`src/rtl/sync_hunt_pkg.sv`:
```
package sync_hunt_pkg;

    typedef enum logic [1:0] {
        MODE_ASYNC = 2'd0,
        MODE_MONO  = 2'd1,
        MODE_BI    = 2'd2,
        MODE_EXT   = 2'd3
    } sh_mode_e;

endpackage

```
`src/rtl/sh_shift_cmp.sv`:
```
module sh_shift_cmp #(
    parameter int CHAR_W = 8,
    localparam int PAT_W = 2 * CHAR_W
) (
    input  logic             clk,
    input  logic             rst_n,
    input  logic             rx_data,
    input  logic [PAT_W-1:0] pat,
    input  logic             wide,
    output logic             match
);

    typedef struct packed {
        logic [PAT_W-1:0] sr;
    } shc_t;

    shc_t st_d, st_q;

    always_comb begin
        st_d    = st_q;
        st_d.sr = {st_q.sr[PAT_W-2:0], rx_data};
    end

    always_ff @(posedge clk or negedge rst_n) begin
        if (!rst_n) st_q <= '0;
        else        st_q <= st_d;
    end

    always_comb begin
        if (wide) match = (st_q.sr == pat);
        else      match = (st_q.sr[CHAR_W-1:0] == pat[CHAR_W-1:0]);
    end

    AST_MATCH_LAST_BIT: assert property (@(posedge clk) disable iff (!rst_n)
        ($past(rst_n) && match) |-> ($past(rx_data) == pat[0]));

endmodule

```
`src/rtl/sh_pin_monitor.sv`:
```
module sh_pin_monitor (
    input  logic clk,
    input  logic rst_n,
    input  logic sample_en,
    input  logic sync_in_n,
    output logic status,
    output logic irq
);

    typedef struct packed {
        logic status;
        logic irq;
    } mon_t;

    mon_t st_d, st_q;

    always_comb begin
        st_d     = st_q;
        st_d.irq = 1'b0;
        if (sample_en) begin
            st_d.status = ~sync_in_n;
            st_d.irq    = (~sync_in_n) != st_q.status;
        end
    end

    always_ff @(posedge clk or negedge rst_n) begin
        if (!rst_n) st_q <= '0;
        else        st_q <= st_d;
    end

    assign status = st_q.status;
    assign irq    = st_q.irq;

    AST_IRQ_ON_CHANGE: assert property (@(posedge clk) disable iff (!rst_n)
        ($past(rst_n) && irq) |-> (status != $past(status)));
    AST_STATUS_HOLD: assert property (@(posedge clk) disable iff (!rst_n)
        !sample_en |=> $stable(status));

endmodule

```
`src/rtl/sync_hunt.sv`:
```
module sync_hunt #(
    parameter int CHAR_W = 8,
    localparam int PAT_W = 2 * CHAR_W,
    localparam int CNT_W = $clog2(CHAR_W)
) (
    input  logic             clk,
    input  logic             rst_n,
    input  logic [1:0]       mode,
    input  logic [PAT_W-1:0] sync_pat,
    input  logic             enter_hunt,
    input  logic             rx_data,
    input  logic             sync_in_n,
    output logic             sync_out_n,
    output logic             sync_oe,
    output logic             hunting,
    output logic             char_start,
    output logic             sync_status,
    output logic             sync_irq
);
    import sync_hunt_pkg::*;

    localparam logic [CNT_W-1:0] CNT_LAST = CNT_W'(CHAR_W - 1);

    typedef struct packed {
        logic             hunting;
        logic [CNT_W-1:0] cnt;
        logic             char_start;
    } hunt_t;

    hunt_t st_d, st_q;
    sh_mode_e md;
    logic internal_m, ext_m, match;

    assign md         = sh_mode_e'(mode);
    assign internal_m = (md == MODE_MONO) || (md == MODE_BI);
    assign ext_m      = (md == MODE_EXT);

    sh_shift_cmp #(.CHAR_W(CHAR_W)) u_cmp (
        .clk     (clk),
        .rst_n   (rst_n),
        .rx_data (rx_data),
        .pat     (sync_pat),
        .wide    (md == MODE_BI),
        .match   (match)
    );

    sh_pin_monitor u_mon (
        .clk       (clk),
        .rst_n     (rst_n),
        .sample_en (!internal_m),
        .sync_in_n (sync_in_n),
        .status    (sync_status),
        .irq       (sync_irq)
    );

    always_comb begin
        st_d            = st_q;
        st_d.char_start = 1'b0;
        if (enter_hunt) begin
            st_d.hunting = 1'b1;
            st_d.cnt     = '0;
        end else if (st_q.hunting) begin
            if (internal_m && match) begin
                st_d.hunting = 1'b0;
                st_d.cnt     = CNT_W'(1);
            end else if (ext_m && !sync_in_n) begin
                st_d.hunting = 1'b0;
                st_d.cnt     = CNT_W'(2);
            end
        end else if (md != MODE_ASYNC) begin
            if (st_q.cnt == CNT_LAST) begin
                st_d.cnt        = '0;
                st_d.char_start = 1'b1;
            end else begin
                st_d.cnt = st_q.cnt + CNT_W'(1);
            end
        end
    end

    always_ff @(posedge clk or negedge rst_n) begin
        if (!rst_n) st_q <= '{hunting: 1'b1, cnt: '0, char_start: 1'b0};
        else        st_q <= st_d;
    end

    assign sync_oe    = internal_m;
    assign sync_out_n = ~(internal_m && match);
    assign hunting    = st_q.hunting;
    assign char_start = st_q.char_start;

    AST_HUNT_ENDS: assert property (@(posedge clk) disable iff (!rst_n)
        (hunting && internal_m && match && !enter_hunt) |=> !hunting);
    AST_EXT_ALIGN: assert property (@(posedge clk) disable iff (!rst_n)
        (hunting && ext_m && !sync_in_n && !enter_hunt) |=> (st_q.cnt == CNT_W'(2)));
    AST_ENTER_HUNT: assert property (@(posedge clk) disable iff (!rst_n)
        enter_hunt |=> (hunting && !char_start));
    AST_NO_CHAR_IN_HUNT: assert property (@(posedge clk) disable iff (!rst_n)
        hunting |-> !char_start);
    AST_CHAR_SINGLE: assert property (@(posedge clk) disable iff (!rst_n)
        char_start |=> !char_start);

endmodule

```
`config.mk`:
```
export PLATFORM = sky130hd
export DESIGN_NAME = sync_hunt
export DESIGN_NICKNAME = d
export VERILOG_FILES = /design/src/rtl/sync_hunt_pkg.sv /design/src/rtl/sh_shift_cmp.sv /design/src/rtl/sh_pin_monitor.sv /design/src/rtl/sync_hunt.sv
export SDC_FILE = /design/constraint.sdc
export NUM_CORES = 1
export LEC_CHECK = 0
export BUFFER_PORTS_ARGS = -buffer_cell sky130_fd_sc_hd__buf_2
export CAP_MARGIN = 20
export CELL_PAD_IN_SITES_DETAIL_PLACEMENT = 1
export CELL_PAD_IN_SITES_GLOBAL_PLACEMENT = 2
export CORE_ASPECT_RATIO = 1.1
export CORE_UTILIZATION = 32
export DETAILED_ROUTE_END_ITERATION = 7
export GPL_TIMING_DRIVEN = 0
export PLACE_DENSITY_LB_ADDON = 0.1
export SLEW_MARGIN = 30
export SYNTH_ARGS = -nofsm -noshare
export SYNTH_HDL_FRONTEND = slang
export SYNTH_HIERARCHICAL = 1
export SYNTH_SLANG_ARGS = --single-unit
```
`constraint.sdc`:
```
create_clock -name clk -period 1.6 [get_ports clk]
set_input_delay 0.08 -clock clk [delete_from_list [all_inputs] [get_ports clk]]
set_output_delay 0.08 -clock clk [all_outputs]
set_load 0.01 [all_outputs]
```
==> results of run 1 <==
## critical path: stages, from the launching register on
cell	delay [ns]
dfrtp_1	0.42
xor2_1	0.15
nor4_1	0.29
and3_1	0.21
nand2_2	0.08
buf_6	0.13
## registers in the layout, indices dropped and copies added (netlist names)
register      cells
st_q              3
u_mon/status      1
u_cmp/st_q       16
hunting           1
u_mon/irq         1
char_start        1
## cells by family after synthesis
| logic type | Yosys count |
|---|---|
| AOI/OAI and AO/OA | 8 |
| xor gates and xnor gates | 17 |
| adders and majority gates | 5 |
| buffers and inverters | 5 |
| DFF | 23 |
| muxes | 2 |
| and+or+nand+nor | 15 |
## cell type report
cell class	instances	area share (%)
Inverter	4	1.20
Timing Repair Buffer	34	16.1
Clock buffer	3	1.79
Tap cell	33	3.29
Buffer	1	0.299
Sequential cell	23	46.0
Multi-Input combinational cell	47	31.0
Clock inverter	1	0.399
## placed cells by master, fill, tap and decap left out, types with 2 or more instances in the layout
cell type / count
a211oi_1: 3
buf_2: 27
buf_4: 2
clkbuf_4: 3
dfrtp_1: 22
dlygate4sd3_1: 4
ha_1: 5
inv_1: 4
mux2i_1: 2
nand4_1: 3
nor2b_1: 2
nor4_1: 2
o21ai_1: 2
xnor2_1: 9
xor2_1: 8
## metrics by stage
stage / power, mW / cells / hold slack [ns] / setup TNS [ns] / worst slack [ns]
final: 1.07 / 146 / 0.245 / -0.0784 / -0.0678
after global routing: 1.13 / 146 / 0.288 / -0.453 / -0.167
after CTS: 1.08 / 145 / 0.266 / -0.151 / -0.112
after detailed placement: 0.797 / 136 / 0.0832 / 0 / 0.0257
after global placement: 0.790 / 136 / 0.0822 / 0 / 0.0675
after floorplan: 0.721 / 75 / -0.216 / 0 / 0.222
## what timing repair did
item                                   in CTS  in global routing
setup buffers                               1                  1
setup endpoints to repair                   1                  5
gates resized for setup                     3                  1
pin swaps                                   2                  1
endpoints found under the hold margin      26                  0
hold buffers                                4                  0
## how the worst max path moves through the flow
stage,start,end,cells after the start
floorplan,u_cmp/st_q[1],st_q[1],5
global placement,u_cmp/st_q[0],st_q[1],5
detailed placement,u_cmp/st_q[14],st_q[1],6
CTS,u_cmp/st_q[4],sync_out_n,5
global route,u_cmp/st_q[1],sync_out_n,5
finish,u_cmp/st_q[4],sync_out_n,5
## power by group
part / switching (mW) / internal, mW / total, mW / leakage (nW)
clock network: 0.179 / 0.0935 / 0.273 / 0.0177
registers: 0.0226 / 0.615 / 0.638 / 0.276
logic: 0.0732 / 0.0811 / 0.154 / 0.302
total: 0.275 / 0.790 / 1.07 / 0.596
## per-layer routing
metal,vias up,global-route usage [%],wire length [µm]
met1,336,14.8,793
met2,29,23.6,900
met5,-,0,0
met4,0,3.30,28
met3,8,6.36,148
li1,329,-,-
==> flow_metrics.py, run 1 <==
metrics = {
    "run_status": {
        "run_status": "finished with violations",
        "violations": "setup timing",
    },
    "sta": {
        "period_share_pct": 104,
        "worstMarginPinSlew_ns": 0.507,
        "slew_headroom_pct": 66.2,
        "final_period_minus_worst_setup_slack_ns": 1.67,
        "setup_repair_after_global_routing_missed_its_margin": "true",
        "timing.clock.skew_ns": 0.00525,
        "worst_slack_ns": -0.0678,
        "hold_viol_final": 0,
        "timing.final.max_slew_violations": 0,
        "report.final.setup_viol": 2,
        "fmax_ghz": 0.600,
    },
    "synthesis": {
        "synthTopCellsByCount": "dfrtp_1, xnor2_1, xor2_1",
        "async_reset_ff_share_pct": 100,
        "synth_enable_flop_cells": 0,
        "synthDominantAreaCellType": "dfrtp_1",
        "synth_seq_area_share_pct": 59.1,
        "synthMuxAreaShare_pct": 2.05,
        "synth_top_area_share_pct": 56.4,
        "post_synth_instance_area_um2": 976,
        "synth-compound-area-share_pct": 6.03,
        "net_count_after_synthesis": 103,
        "synthAdderAreaFrac_pct": 6.41,
        "xor_xnor_fraction_of_synth_area_pct": 15.3,
        "post_synth_main_area_contributors": "dfrtp_1, xnor2_1, xor2_1, ha_1, dfstp_2",
        "synth_ff_type": "dfrtp_1",
        "synth_seq_cells": 23,
        "netlist_instances": 75,
        "yosys.area_share.simple_pct": 9.23,
        "yosys.cell_count.top_type": "dfrtp_1",
        "yosys.cell_types.count": 24,
        "dominant_combinational_cell_family_by_area_after_synthesis": "XOR/XNOR gates",
        "postSynthAreaPerCell_um2": 13.0,
        "total_of_warnings_raised_by_yosys": 6,
    },
    "critical_path": {
        "crit_path_max_fanout": 2,
        "criticalPathCategory": "flip-flop to output port",
        "cp_data_required_time_ns": 1.52,
        "r2r_setup_slack_ns": -0.01,
        "r2r-start": "u_cmp/st_q[4]",
        "worstSetupEndpointType": "output port",
        "worst_ep_arrival_time_ns": 1.59,
        "worst_r2r_path_depth": 6,
        "worst_flop_to_flop_path_endpoint": "st_q[1]",
        "worstSetupStartpointType": "flip-flop",
    },
    "floorplanning": {
        "die_width_um": 54.7,
        "floorplan.die_area_um2": 3270,
        "floorplan.initialDensity_pct": 34.5,
        "die_y_um": 59.9,
        "floorplan.rows": 20,
        "ioPinCount": 29,
        "floorplan.core_area_um2": 2830,
    },
    "layout": {
        "drive_above_1_share_pct": 33.6,
        "finalInstanceArea_um2": 1250,
        "final_nets": 142,
        "postLayoutCoreUtil_pct": 44.4,
        "area_growth_pct": 28.6,
        "final-seq-area_um2": 577,
        "multi_input_comb_area_um2": 389,
        "insertedDiodeCount": 0,
        "fill_cells": 318,
    },
    "clocking": {
        "clk_root_buffer_cell": "clkbuf_4",
        "clockBufferDepth": 2,
        "cts_tree": "built",
        "cts_made_buffers": 3,
        "cts_sinks": 23,
        "cts.reportedPaths.clkPinSlew_ns": 0.13,
        "clock_insertion_delay_worst_skew_ns": 0.31,
        "cts_max_level": 1,
    },
    "route": {
        "totalWireLength_mm": 1.87,
        "drtAntennaViolNets": 0,
        "initialDrtViolationCount": 5,
        "mean_routed_wirelength_per_cell_um": 12.8,
        "vias_per_cell": 4.81,
        "route.detailed.drc": 0,
        "1st_pass_router_iterations": 4,
        "detailroute.via_count": 702,
    },
    "power_and_ir_drop": {
        "vdd_ir_drop_max_uv": 568,
        "p_per_area_nw_per_um2": 849,
        "power.leakage_nw": 0.596,
    },
    "hold_path": {
        "hp-class": "primary input to async pin",
    },
    "global_routing": {
        "grt_antenna_before_repair": 0,
        "pin_count_of_the_biggest_net_entering_global_routing": 24,
        "overflow": 0,
        "global_route_wire_length_before_repair_mm": 3.09,
        "vias_in_the_first_global_route": 752,
        "globalRouteTotalUtil_pct": 13.7,
    },
    "placement": {
        "dp.final_hpwl_mm": 1.39,
        "globalplace.congestion": 0.700,
        "port-buffer-count": 28,
        "placed_area_um2": 1160,
    },
    "run": {
        "maxCapViolCount": 0,
    },
}
No activity file was read; power rests on OpenSTA's default activity.
==> run 2: changes to the inputs <==
Settings changed: SKIP_LAST_GASP set to 1.
==> flow_metrics.py, run 2 (same netlist as run 1, synthesis figures left out) <==
metrics = {
    "floorplanning": {
        "floorplan.die_area_um2": 3270,
        "ioPinCount": 29,
        "die_width_um": 54.7,
        "floorplan.initialDensity_pct": 34.5,
        "floorplan.rows": 20,
        "die_y_um": 59.9,
        "floorplan.core_area_um2": 2830,
    },
    "power_and_ir_drop": {
        "p_switching_uw": 275,
        "vdd_ir_drop_max_uv": 568,
        "power.leakage_nw": 0.596,
        "power_frac_comb_pct": 14.5,
        "power_switching_share_pct": 25.8,
        "intPower_uw": 790,
        "clock_power_share_pct": 25.6,
        "p_per_area_nw_per_um2": 849,
        "power.sequential.fraction_pct": 59.9,
    },
    "run_status": {
        "violations": "setup timing",
        "run_status": "finished with violations",
    },
    "layout": {
        "final_nets": 142,
        "fill_cells": 318,
        "mostFrequentLayoutCell": "buf_2",
        "area_growth_pct": 28.6,
        "regMostFlops": "u_cmp/st_q",
        "layout_common_cells": "buf_2, dfrtp_1, xnor2_1, xor2_1, ha_1",
        "max_ffs_per_register": 16,
        "largestRegisters": "u_cmp/st_q: 16 flops, st_q: 3 flops",
        "drive_above_1_share_pct": 33.6,
        "insertedDiodeCount": 0,
    },
    "sta": {
        "worst_slack_ns": -0.0678,
        "fin_worst_hold_slack_ns": 0.245,
        "timing.clock.skew_ns": 0.00525,
        "report.final.setup_viol": 2,
        "final_period_minus_worst_setup_slack_ns": 1.67,
        "period_share_pct": 104,
        "timing.final.max_slew_violations": 0,
        "slew_headroom_pct": 66.2,
        "fmax_ghz": 0.600,
        "worstMarginPinSlew_ns": 0.507,
        "hold_viol_final": 0,
        "setup_total_negative_slack_ns": -0.0784,
        "setup_repair_after_global_routing_missed_its_margin": "true",
    },
    "global_routing": {
        "global_route_wire_length_before_repair_mm": 3.08,
        "overflow": 0,
        "grt_antenna_before_repair": 0,
        "globalRouteTotalUtil_pct": 13.6,
        "vias_in_the_first_global_route": 742,
        "pin_count_of_the_biggest_net_entering_global_routing": 24,
    },
    "clocking": {
        "cts_sinks": 23,
        "clockBufferDepth": 2,
        "cts_max_level": 1,
        "cts_made_buffers": 3,
        "clock_insertion_delay_worst_skew_ns": 0.31,
        "cts.reportedPaths.clkPinSlew_ns": 0.13,
        "cts_tree": "built",
        "clk_root_buffer_cell": "clkbuf_4",
    },
    "critical_path": {
        "cp_data_required_time_ns": 1.52,
        "criticalPathCategory": "flip-flop to output port",
        "crit_path_max_fanout": 2,
        "worstSetupStartpointType": "flip-flop",
        "worstSetupEndpointType": "output port",
        "worst_ep_arrival_time_ns": 1.59,
    },
    "route": {
        "initialDrtViolationCount": 5,
        "vias_per_cell": 4.81,
        "route.detailed.drc": 0,
        "detailroute.via_count": 702,
        "mean_routed_wirelength_per_cell_um": 12.8,
        "drtAntennaViolNets": 0,
        "1st_pass_router_iterations": 4,
        "totalWireLength_mm": 1.87,
    },
    "run": {
        "maxCapViolCount": 0,
    },
    "placement": {
        "port-buffer-count": 28,
        "globalplace.congestion": 0.700,
        "dp.final_hpwl_mm": 1.39,
    },
    "hold_path": {
        "hp-class": "primary input to async pin",
    },
}
## run 2: cell counts in the layout (fill, tap and decap cells not counted)
No cell type changed its count.
## run 2: critical path, cell delays in order, from the launching register on
cell     delay, ns
dfrtp_1       0.42
xor2_1        0.15
nor4_1        0.29
and3_1        0.21
nand2_2       0.08
buf_6         0.13
## run 2: final cells by class
type | instances | area [µm²] | area share [%]
flip-flops and latches | 23 | 577 | 46.0
well taps | 33 | 41.3 | 3.29
multi-input cells | 47 | 389 | 31.0
plain buffers | 1 | 3.75 | 0.299
repair buffers | 34 | 201 | 16.1
inverters | 4 | 15.0 | 1.20
clock buffers | 3 | 22.5 | 1.79
clock inverters | 1 | 5.00 | 0.399
## run 2: power groups by stage
stage	clock network [mW]	logic, mW	registers, mW
after CTS	0.288	0.156	0.639
final	0.273	0.154	0.638
after detailed placement	0	0.147	0.650
after global routing	0.310	0.176	0.643
after global placement	0	0.142	0.648
after floorplan	0	0.0714	0.650
## run 2: repair_timing
item | 4_1_cts | 5_1_grt
pin swaps | 2 | 1
hold buffers | 4 | 0
endpoints found under the hold margin | 28 | 0
resized for setup | 2 | 2
buffers inserted | 1 | 1
endpoints found under the setup margin | 1 | 5
## run 2: metal layers
| metal | vias up | wire (µm) | GRT usage [%] |
|---|---|---|---|
| met5 | - | 0 | 0 |
| met4 | 0 | 28 | 3.30 |
| met3 | 8 | 148 | 6.36 |
| met2 | 29 | 900 | 23.2 |
| met1 | 336 | 793 | 15.0 |
| li1 | 329 | - | - |
## run 2: path summary, 6_finish.rpt
path / startpoint / to / slack (ns) / cells past startpoint
setup / recovery: u_cmp/st_q[4] / sync_out_n / -0.07 / 5
hold / removal: rst_n / u_cmp/st_q[13] / 0.24 / 2
setup reg to reg: u_cmp/st_q[4] / st_q[1] / -0.01 / 6
hold reg to reg: u_cmp/st_q[10] / u_cmp/st_q[11] / 0.40 / 0
max in group asynchronous: rst_n / hunting / 0.99 / 2
min in group clk: mode[1] / u_mon/status / 0.32 / 5
## run 2: per-stage QoR
| stage | instances | utilization (%) | power, mW | worst slack, ns | cell area (µm²) |
|---|---|---|---|---|---|
| 6_report | 146 | 44.4 | 1.07 | -0.0678 | 1250 |
| 5_1_grt | 146 | 44.4 | 1.13 | -0.167 | 1250 |
| 4_1_cts | 145 | 43.9 | 1.08 | -0.112 | 1240 |
| 3_5_place_dp | 136 | 40.9 | 0.797 | 0.0257 | 1160 |
| 3_3_place_gp | 136 | 40.9 | 0.790 | 0.0675 | 1160 |
| 2_1_floorplan | 75 | - | 0.721 | 0.222 | 976 |
==> run 3: changes to the inputs <==
Settings changed: PLACE_DENSITY set to 0.8, PLACE_DENSITY_LB_ADDON 0.1 to unset, SYNTH_HIERARCHICAL 1 to unset.
==> flow_metrics.py, run 3 <==
metrics = {
    "route": {
        "route.detailed.drc": 0,
        "1st_pass_router_iterations": 3,
        "route.layer.met1.wl_um": 848,
        "initialDrtViolationCount": 9,
        "detailed_route_wirelength_on_metal3_um": 89,
        "totalWireLength_mm": 1.97,
        "vias_per_cell": 4.70,
        "routed.top_layer": "met4",
        "mean_routed_wirelength_per_cell_um": 12.7,
        "detailroute.via_count": 728,
        "drtAntennaViolNets": 0,
        "met2_wirelength_mm": 1.01,
    },
    "layout": {
        "post_layout_nonfiller_instances": 155,
        "drive_above_1_share_pct": 38.8,
        "insertedDiodeCount": 0,
        "mostFrequentLayoutCell": "buf_2",
        "regMostFlops": "u_cmp.st_q",
        "postLayoutCoreUtil_pct": 44.2,
        "finalInstanceArea_um2": 1350,
        "area_growth_pct": 30.4,
        "multi_input_comb_area_um2": 479,
        "fill_cells": 347,
        "layout_common_cells": "buf_2, dfrtp_1, xnor2_1, ha_1",
        "max_ffs_per_register": 16,
        "final-seq-area_um2": 577,
        "final_nets": 150,
        "largestRegisters": "u_cmp.st_q: 16 flops, st_q: 3 flops",
    },
    "sta": {
        "worstMarginPinSlew_ns": 0.506,
        "final_period_minus_worst_setup_slack_ns": 1.51,
        "setup_repair_after_global_routing_missed_its_margin": "true",
        "report.final.setup_viol": 0,
        "slew_headroom_pct": 66.2,
        "period_share_pct": 94.3,
        "timing.final.max_slew_violations": 0,
        "worst_slack_ns": 0.0908,
        "timing.clock.skew_ns": 0.00133,
        "fmax_ghz": 0.663,
        "hold_viol_final": 0,
    },
    "critical_path": {
        "worstSetupStartpointType": "flip-flop",
        "worst_flop_to_flop_path_endpoint": "st_q[3]",
        "r2r_setup_slack_ns": 0.09,
        "worstSetupEndpointType": "output port",
        "worst_r2r_path_depth": 6,
        "cp_data_required_time_ns": 1.52,
        "criticalPathCategory": "flip-flop to output port",
        "r2r-start": "st_q[1]",
        "crit_path_max_fanout": 2,
        "worst_ep_arrival_time_ns": 1.43,
    },
    "floorplanning": {
        "die_y_um": 61.6,
        "floorplan.core_area_um2": 3050,
        "floorplan.rows": 21,
        "die_width_um": 56.2,
        "floorplan.die_area_um2": 3460,
        "floorplan.initialDensity_pct": 33.9,
        "ioPinCount": 29,
    },
    "synthesis": {
        "postSynthAreaPerCell_um2": 12.8,
        "post_synth_instance_area_um2": 1030,
        "async_reset_ff_share_pct": 100,
        "total_of_warnings_raised_by_yosys": 0,
        "yosys.cell_types.count": 26,
        "yosys.cell_count.top_type": "dfrtp_1",
        "synth_ff_type": "dfrtp_1",
        "synth_top_area_share_pct": 53.3,
        "post_synth_main_area_contributors": "dfrtp_1, xnor2_1, ha_1, dfstp_2, nor4b_4",
        "netlist_instances": 81,
        "synthDominantAreaCellType": "dfrtp_1",
        "synthTopCellsByCount": "dfrtp_1, xnor2_1, ha_1",
        "synth_enable_flop_cells": 0,
        "synth_seq_area_share_pct": 55.8,
        "synth_seq_cells": 23,
        "net_count_after_synthesis": 109,
    },
    "run": {
        "maxCapViolCount": 0,
    },
    "clocking": {
        "cts.reportedPaths.clkPinSlew_ns": 0.12,
        "cts_tree": "built",
        "clockBufferDepth": 2,
        "cts_max_level": 1,
        "clk_root_buffer_cell": "clkbuf_4",
        "clock_insertion_delay_worst_skew_ns": 0.30,
        "cts_sinks": 23,
        "cts_made_buffers": 3,
    },
    "placement": {
        "place.detailed.instances": 143,
        "port-buffer-count": 28,
        "place_worst_setup_slack_ns": 0.100,
        "dp.final_hpwl_mm": 1.49,
        "placed_area_um2": 1220,
        "globalplace.congestion": 0.697,
    },
    "global_routing": {
        "overflow": 0,
        "globalRouteTotalUtil_pct": 13.1,
        "global_route_wire_length_before_repair_mm": 3.34,
        "vias_in_the_first_global_route": 764,
        "pin_count_of_the_biggest_net_entering_global_routing": 24,
        "grt_antenna_before_repair": 0,
    },
    "run_status": {
        "run_status": "completed",
    },
    "power_and_ir_drop": {
        "p_per_area_nw_per_um2": 809,
        "vdd_ir_drop_max_uv": 591,
        "power.leakage_nw": 0.622,
    },
    "hold_path": {
        "hold_path_cells": 4,
        "end_point_of_the_most_critical_hold_path": "u_mon.irq",
        "timing.hold.worst.start": "mode[1]",
        "hp-class": "primary input to flip-flop",
    },
}
run 3: changes by cell type after synthesis, moves of 2 or more:
| cell | previous run | this run |
|---|---|---|
| xnor2_1 | 9 | 16 |
| nor2_1 | 0 | 2 |
| nor3_1 | 1 | 3 |
| a211oi_1 | 3 | 0 |
| xor2_1 | 8 | 1 |
| a21oi_1 | 0 | 3 |
run 3: stage by stage:
stage / TNS (ns) / power (mW) / hold slack, ns
detailed placement: 0 / 0.815 / 0.0834
floorplan: 0 / 0.739 / -0.216
finish: 0 / 1.09 / 0.237
CTS: 0 / 1.10 / 0.232
global route: -0.0196 / 1.15 / 0.260
global placement: 0 / 0.810 / 0.0843
run 3: area by class of cell:
cell class,count,area share [%]
Timing Repair Buffer,36,15.6
Clock inverter,1,0.371
Tap cell,34,3.16
Clock buffer,3,1.67
Multi-Input combinational cell,55,35.6
Sequential cell,23,42.8
Inverter,3,0.836
run 3: power by group:
| part | leakage (nW) | internal (mW) | switching (mW) |
|---|---|---|---|
| registers | 0.277 | 0.615 | 0.0250 |
| logic | 0.327 | 0.0971 | 0.0910 |
| clock network | 0.0177 | 0.0932 | 0.170 |
run 3: timing repair:
item,CTS,global route
hold buffers,4,0
pin swaps,3,2
resized for setup,1,4
hold endpoints to repair,25,0
setup buffers,3,1
endpoints found under the setup margin,1,1
run 3: layer usage:
layer | GRT usage, % | up-vias
li1 | - | 361
met5 | 0 | -
met4 | 3.14 | 0
met3 | 4.62 | 2
met1 | 14.3 | 347
met2 | 24.8 | 18
run 3: kinds of logic (layout without fill, tap and decap cells):
family,after synthesis,after routing,share of synthesized area [%]
flip-flops,23,23,55.8
AND/OR/NAND/NOR,21,21,14.0
XOR/XNOR,17,17,14.4
AO/OA/AOI/OAI,10,10,6.66
adder cells (fa/ha/maj),5,5,6.05
buffers and inverters,3,43,1.09
multiplexers,2,2,1.94
run 3: worst max path at each step:
stage,startpoint,endpoint,slack (ns)
after floorplan,st_q[1],st_q[3],0.21
after global placement,st_q[1],st_q[3],0.08
after detailed placement,st_q[1],st_q[3],0.10
after CTS,u_cmp.st_q[14],sync_out_n,0.07
after global routing,u_cmp.st_q[6],sync_out_n,-0.02
final,u_cmp.st_q[12],sync_out_n,0.09
run 3: worst max-delay path: stages, from the launching register on:
cell and delay (ns):
dfrtp_1 0.41, xnor2_1 0.16, nand4_1 0.14, o21ai_2 0.20, nand2_1 0.07, buf_2 0.14
